==> config.mk <==
export PLATFORM = sky130hd
export DESIGN_NAME = tern_ripple_adder
export DESIGN_NICKNAME = d
export VERILOG_FILES = /design/src/rtl/tern_add_pkg.sv /design/src/rtl/tern_decode.sv /design/src/rtl/tern_half_cell.sv /design/src/rtl/tern_rfa_cell.sv /design/src/rtl/tern_ripple_adder.sv
export SDC_FILE = /design/constraint.sdc
export NUM_CORES = 1
export LEC_CHECK = 0
export BUFFER_PORTS_ARGS = -buffer_cell sky130_fd_sc_hd__buf_2
export CORE_MARGIN = 3
export CORE_UTILIZATION = 60
export DETAILED_ROUTE_END_ITERATION = 16
export PLACE_DENSITY = 0.95
export RECOVER_POWER = 100
export SYNTH_ARGS = -nofsm -noshare
export SYNTH_HDL_FRONTEND = slang
export SYNTH_SLANG_ARGS = --single-unit
==> constraint.sdc <==
create_clock -name vclk -period 7.6
set_input_delay 1.52 -clock vclk [all_inputs]
set_output_delay 1.52 -clock vclk [all_outputs]
set_load 0.02 [all_outputs]
==> src/rtl/tern_add_pkg.sv <==
package tern_add_pkg;
  typedef logic [1:0] trit_t;

  localparam trit_t T0 = 2'b00;
  localparam trit_t T1 = 2'b01;
  localparam trit_t T2 = 2'b10;

  // three-way flag multiplexer, illegal select yields 0
  function automatic logic mux3(trit_t sel, logic d0, logic d1, logic d2);
    case (sel)
      T0:      return d0;
      T1:      return d1;
      T2:      return d2;
      default: return 1'b0;
    endcase
  endfunction

  // two-flag encoder: digit-2 flag wins over digit-1 flag
  function automatic trit_t enc2(logic f1, logic f2);
    return f2 ? T2 : (f1 ? T1 : T0);
  endfunction

  // one-flag encoder: carry is 1 or 0
  function automatic trit_t enc1(logic f);
    return f ? T1 : T0;
  endfunction
endpackage

==> src/rtl/tern_decode.sv <==
module tern_decode
  import tern_add_pkg::*;
(
  input  trit_t t_i,
  output logic  is0_o,
  output logic  is1_o,
  output logic  is2_o
);
  logic lo, notmax, mid_n;

  assign lo     = (t_i == T0);        // low-threshold inverter
  assign notmax = (t_i != T2);        // high-threshold inverter
  assign mid_n  = ~(notmax & ~lo);    // NAND of the two, low for digit 1

  assign is0_o = lo;
  assign is1_o = ~mid_n;
  assign is2_o = ~notmax;
endmodule

==> src/rtl/tern_half_cell.sv <==
module tern_half_cell
  import tern_add_pkg::*;
(
  input  trit_t a_i,
  input  trit_t b_i,
  output trit_t s_o,
  output trit_t c_o
);
  logic is0, is1, is2;
  logic f1, f2, cm;

  tern_decode i_dec (.t_i(a_i), .is0_o(is0), .is1_o(is1), .is2_o(is2));

  assign f1 = mux3(b_i, is1, is0, is2);   // sum digit is 1
  assign f2 = mux3(b_i, is2, is1, is0);   // sum digit is 2
  assign cm = mux3(b_i, 1'b0, is2, ~is0); // carry is 1

  assign s_o = enc2(f1, f2);
  assign c_o = enc1(cm);
endmodule

==> src/rtl/tern_rfa_cell.sv <==
module tern_rfa_cell
  import tern_add_pkg::*;
(
  input  trit_t a_i,
  input  trit_t b_i,
  input  trit_t cin_i,
  output trit_t s_o,
  output trit_t c_o
);
  logic is0, is1, is2;
  logic f1, f2, f3, cm0, cm1;
  trit_t s_c0, s_c1;

  tern_decode i_dec (.t_i(a_i), .is0_o(is0), .is1_o(is1), .is2_o(is2));

  // shared flags: digit-2 for cin=1 reuses digit-1 for cin=0
  assign f1  = mux3(b_i, is1, is0, is2);
  assign f2  = mux3(b_i, is2, is1, is0);
  assign f3  = mux3(b_i, is0, is2, is1);
  assign cm0 = mux3(b_i, 1'b0, is2, ~is0);
  assign cm1 = mux3(b_i, is2, ~is0, 1'b1);

  assign s_c0 = enc2(f1, f2);
  assign s_c1 = enc2(f3, f1);

  always_comb begin
    case (cin_i)
      T1:      begin s_o = s_c1; c_o = enc1(cm1); end
      default: begin s_o = s_c0; c_o = enc1(cm0); end
    endcase
  end
endmodule

==> src/rtl/tern_ripple_adder.sv <==
module tern_ripple_adder
  import tern_add_pkg::*;
#(
  parameter int NUM_TRITS = 4
) (
  input  logic [2*NUM_TRITS-1:0] a_i,
  input  logic [2*NUM_TRITS-1:0] b_i,
  output logic [2*NUM_TRITS-1:0] sum_o,
  output logic [1:0]             cout_o,
  output logic                   err_o
);
  localparam int W = 2 * NUM_TRITS;

  logic [W-1:0] carry;  // carry out of each stage

  generate
    for (genvar i = 0; i < NUM_TRITS; i++) begin : g_stage
      if (i == 0) begin : g_half
        tern_half_cell i_cell (
          .a_i(a_i[1:0]), .b_i(b_i[1:0]),
          .s_o(sum_o[1:0]), .c_o(carry[1:0])
        );
      end else begin : g_full
        tern_rfa_cell i_cell (
          .a_i(a_i[2*i+1:2*i]), .b_i(b_i[2*i+1:2*i]),
          .cin_i(carry[2*i-1:2*i-2]),
          .s_o(sum_o[2*i+1:2*i]), .c_o(carry[2*i+1:2*i])
        );
      end
    end
  endgenerate

  assign cout_o = carry[W-1:W-2];

  always_comb begin
    err_o = 1'b0;
    for (int i = 0; i < NUM_TRITS; i++)
      err_o = err_o | (&a_i[2*i+:2]) | (&b_i[2*i+:2]);
  end
endmodule

==> results_dict.tcl, run 1 <==
set metrics [dict create \
    outcome "finished clean" \
    crit_top_cell "mux2i_1" \
    cp-start-kind "primary input" \
    place_inst 150 \
    syn_inst 117 \
    dpl-instance-area_um2 996.0 \
    p_leak_nw 0.5023 \
    yosys-top-cells-count "ha_1 (21), nor2_1 (11), inv_1 (10), nor2b_1 (9)" \
    initial_core_util 0.6571 \
    fp.dieH_um 44.45 \
    p_int_mw 0.02286 \
    seq_area_frac_synth 0 \
    tns_ps 0 \
    yosys_warnings 0 \
    worstPathRequired_ps 6080 \
    postCtsSetupRepairBufs 0 \
    drive_gt1_frac 0.1704 \
    die_w_um 44.45 \
    row_count 13 \
    rsz0062_at_grt "false" \
    ios 27 \
    clkbuf_count 0 \
    netlist_area_um2 887.1 \
    syn-num-nets 154 \
    power.total_mw 0.05620 \
    worstPathMaxFanout 6 \
    avgSynthCellArea_um2 7.582 \
    path_cells "buf_2 > inv_1 > ha_1 > nor2_1 > a211o_1 > mux2_4 > mux2i_1 > mux2i_1 > clkbuf_1" \
    fp.dieArea_um2 1976 \
    place_hpwl_um 1717 \
    crit_arrival_ps 3470 \
    crit_slowest_cell "mux2i_1" \
    ir_worst_vdd_mv 0.02657 \
    cts_hold_buf 0 \
    min-delay-path-class "in2out" \
    post-route-period-util 0.6560 \
    p_comb_frac 1.000 \
    yosysMostFrequentCell "ha_1" \
    fin_crit_ps 4985 \
    seq_power_share 0 \
    drt_iter0_drc 10 \
    stdcell_count 150 \
    ys_types 36 \
    layout.nets 174 \
    core_area_um2 1350 \
    p_sw_frac 0.5932 \
    wirelength_um 2001 \
    vias 874 \
    antenna_found_initial 0 \
    port_buffers 26 \
    fmax_mhz 200.6 \
    power_density_nw_per_um2 57.81 \
    synth_area_leaders "ha_1 (30%), mux2i_1 (9.0%), nor2b_1 (6.3%)" \
    viasPerCell 5.827 \
    crit_type "in2out" \
    ant_nets 0 \
    finalMaxSlewViolations 0 \
    gp_congestion 0.8132 \
    register_area_um2 0 \
    syn_to_final_growth_pct 9.591 \
    end_kind "primary output" \
    fillers 117 \
    grt_pass1_wl_um 3008 \
    p_clk_frac 0 \
    yosys.area.top_type "ha_1" \
    grt_max_degree 12 \
    wl_per_cell_um 13.34 \
    drc 0 \
    setup_viol 0 \
    cts_repair_resize_count 0 \
    design_area_um2 972.2 \
    seq_cells 0 \
    grt_overflow 0 \
    dr.pass1.iters 4 \
    yosys.area.top_type_share 0.2962 \
    grt_pass1_vias 756 \
    max-cap-violations 0 \
    hold_violations 0 \
    p_switching_mw 0.03334 \
    antenna_cells 0 \
    cpPeakStageDelay_ps 350 \
    gr-usage-all-layers 0.1926 \
]
critical path: cells and delay by family:
family,cells,cell delay (ps)
multiplexers,3,890
buffers and inverters,3,460
AO/OA/AOI/OAI,1,290
adder cells (fa/ha/maj),1,240
AND/OR/NAND/NOR,1,70
final timing paths:
check	startpoint	to	slack [ps]	cells past startpoint
worst min-delay path	a_i[0]	sum_o[1]	3450	3
worst max-delay path	b_i[2]	sum_o[6]	2610	9
area by class of cell:
class              count  area (um^2)  area share
well taps             15        18.77     0.01931
repair buffers        26        118.9      0.1223
inverters             10        37.54     0.03861
multi-input cells     99        797.0      0.8198
metal layers:
| metal | GRT usage | vias to the layer above | part of all wire |
|---|---|---|---|
| met5 | 0 | - | 0 |
| met1 | 0.2220 | 396 | 0.40 |
| met2 | 0.3750 | 30 | 0.54 |
| met4 | 0.05422 | 0 | 0.0095 |
| li1 | - | 446 | - |
| met3 | 0.008130 | 2 | 0.051 |
layout by cell type (no fill, tap or decap), types with 4 or more instances in the layout:
| cell | synthesis | routed |
|---|---|---|
| inv_1 | 10 | 10 |
| clkbuf_1 | 4 | 9 |
| a211oi_1 | 4 | 4 |
| nor2b_1 | 9 | 9 |
| ha_1 | 21 | 21 |
| nor2_1 | 11 | 11 |
| buf_2 | 2 | 17 |
| a21oi_1 | 8 | 8 |
| mux2i_1 | 8 | 9 |
cells by family (layout without fill, tap and decap cells):
family	count (synthesis)	after routing	share of synthesized area
buf+inv	18	36	0.08744
simple gates	35	35	0.2045
other cells	1	1	0.004227
fa+ha+maj	21	21	0.2962
compound gates	28	28	0.2200
mux	14	14	0.1876
stage by stage:
stage | worst slack (ps) | hold slack (ps) | utilization
floorplan | 2973 | 3231 | -
global placement | 2797 | 3422 | 0.7377
detailed placement | 2750 | 3428 | 0.7377
CTS | 2753 | 3431 | 0.7377
global route | 2442 | 3488 | 0.7201
finish | 2615 | 3447 | 0.7201
power groups by stage:
stage          logic, mW  clock network (mW)  registers [mW]
6_report          0.0562                   0               0
5_1_grt           0.0616                   0               0
4_1_cts           0.0583                   0               0
3_5_place_dp      0.0581                   0               0
3_3_place_gp      0.0555                   0               0
2_1_floorplan     0.0429                   0               0
Note: power is estimated with default switching activity, not from simulation.
==> run 2: changes to the inputs <==
--- a/config.mk
+++ b/config.mk
@@ -5,11 +5,12 @@
 export SDC_FILE = /design/constraint.sdc
 export NUM_CORES = 1
 export LEC_CHECK = 0
+export ABC_AREA = 1
 export BUFFER_PORTS_ARGS = -buffer_cell sky130_fd_sc_hd__buf_2
 export CORE_MARGIN = 3
-export CORE_UTILIZATION = 60
+export CORE_UTILIZATION = 56
 export DETAILED_ROUTE_END_ITERATION = 16
-export PLACE_DENSITY = 0.95
+export PLACE_DENSITY = 0.94
 export RECOVER_POWER = 100
 export SYNTH_ARGS = -nofsm -noshare
 export SYNTH_HDL_FRONTEND = slang
==> constraint.sdc (replaced) <==
create_clock -name vclk -period 5.2
set_input_delay 1.04 -clock vclk [all_inputs]
set_output_delay 1.04 -clock vclk [all_outputs]
set_load 0.02 [all_outputs]
==> results_dict.tcl, run 2 <==
set metrics [dict create \
    outcome "finished clean" \
    viasPerCell 5.312 \
    wirelength_um 2234 \
    yosys_warnings 0 \
    seq_power_share 0 \
    p_switching_mw 0.05632 \
    layout.nets 225 \
    setup_viol 0 \
    clkbuf_count 0 \
    min_from "a_i[3]" \
    grt_overflow 0 \
    mostFrequentLayoutCell "nand2_1" \
    cts_repair_resize_count 0 \
    grt_pass1_wl_um 3525 \
    p_leak_nw 0.6456 \
    dr.pass1.iters 4 \
    gr-usage-all-layers 0.2036 \
    place_hpwl_um 1971 \
    fp.dieArea_um2 2270 \
    die_w_um 47.64 \
    p_int_mw 0.02977 \
    crit_arrival_ps 2610 \
    ys_types 27 \
    hold_violations 0 \
    ios 27 \
    max-cap-violations 0 \
    antenna_found_initial 0 \
    postCtsSetupRepairBufs 0 \
    design_area_um2 1072 \
    seq_area_frac_synth 0 \
    end_kind "primary output" \
    fmax_mhz 273.8 \
    register_area_um2 0 \
    p_sw_frac 0.6542 \
    synth_area_leaders "ha_1 (27%), nand2_1 (17%), nand3_1 (13%)" \
    crit_type "in2out" \
    power_density_nw_per_um2 80.29 \
    yosys.area.top_type_share 0.2706 \
    worstPathMaxFanout 3 \
    ant_nets 0 \
    power.total_mw 0.08609 \
    row_count 14 \
    grt_pass1_vias 954 \
    port_buffers 26 \
    ir_worst_vdd_mv 0.03755 \
    rsz0062_at_grt "false" \
    netlist_area_um2 970.9 \
    p_comb_frac 1.000 \
    core_area_um2 1577 \
    drt_iter0_drc 20 \
    syn_to_final_growth_pct 10.44 \
    vias 1073 \
    tns_ps 0 \
    wl_per_cell_um 11.06 \
    drc 0 \
    seq_cells 0 \
    yosys-top-cells-count "nand2_1 (44), inv_1 (29), nand3_1 (25), ha_1 (21)" \
    avgSynthCellArea_um2 5.993 \
    initial_core_util 0.6159 \
    syn-num-nets 199 \
    antenna_cells 0 \
    post-route-period-util 0.7023 \
    finalMaxSlewViolations 0 \
    worstSetupStartpoint "b_i[0]" \
    min-delay-path-class "in2out" \
    cp-start-kind "primary input" \
    yosys.area.top_type "ha_1" \
    grt_max_degree 7 \
    layout_common_cells "nand2_1 (45), inv_1 (29), nand3_1 (25)" \
    dpl-instance-area_um2 1106 \
    p_clk_frac 0 \
    fin_crit_ps 3652 \
    worstPathRequired_ps 4160 \
    fillers 156 \
    timing.hold.ws_ps 2537 \
    cts_hold_buf 0 \
    fp.dieH_um 47.64 \
    yosysMostFrequentCell "nand2_1" \
    drive_gt1_frac 0.1828 \
    gp_congestion 0.7019 \
    syn_inst 162 \
]
## run 2: cell types whose count changed in the layout (fill, tap and decap cells not counted), moves of 3 or more
cell      previous run  this run
a211oi_1             4         0
a21oi_1              8         1
inv_1               10        29
inv_2                0         3
mux2i_1              9         0
nand2_1              3        45
nand2_2              0         4
nand2b_1             3         0
nand3_1              3        25
nor2_1              11         5
nor2b_1              9         0
o211ai_1             0         3
## run 2: cell families after synthesis
kind of cell / share of synthesized area
AO/OA/AOI/OAI: 0.1069
other: 0.003862
AND/OR/NAND/NOR: 0.4794
buffers and inverters: 0.1392
adder cells (fa/ha/maj): 0.2706
## run 2: routing by layer
| metal | track usage | vias to the layer above | wire length, um |
|---|---|---|---|
| li1 | - | 561 | - |
| met1 | 0.2154 | 485 | 913 |
| met2 | 0.4519 | 25 | 1264 |
| met3 | 0 | 2 | 52 |
| met4 | 0.01075 | 0 | 4 |
| met5 | 0 | - | 0 |
## run 2: critical path, cell delays in order
cell and delay [ps]:
buf_2 110, inv_1 60, ha_1 270, inv_1 50
nor2_4 80, nand2_1 120, nor2_1 280, nand2_4 100
nand3_1 120, nand3_1 90, nand2_1 70, clkbuf_1 230
## run 2: final timing paths
kind | to | slack [ps] | depth (start not counted)
worst min-delay path | err_o | 2540 | 4
worst max-delay path | sum_o[7] | 1550 | 12
## run 2: cell type report
type,count,area (um^2),share of cell area
multi-input combinational,128,812.0,0.7573
inverter,32,120.1,0.1120
tap,16,20.02,0.01867
timing repair buffer,26,120.1,0.1120
## run 2: stage by stage
stage | setup slack [ps] | std cells | utilization
floorplan | 2045 | 162 | -
global placement | 1865 | 202 | 0.7016
detailed placement | 1796 | 202 | 0.7016
CTS | 1798 | 202 | 0.7016
global route | 1347 | 202 | 0.6802
finish | 1548 | 202 | 0.6802
## run 2: power groups by stage
stage / Combinational, mW / Sequential (mW) / Clock [mW]
detailed placement: 0.0898 / 0 / 0
global route: 0.0963 / 0 / 0
global placement: 0.0857 / 0 / 0
finish: 0.0861 / 0 / 0
CTS: 0.0901 / 0 / 0
floorplan: 0.0625 / 0 / 0
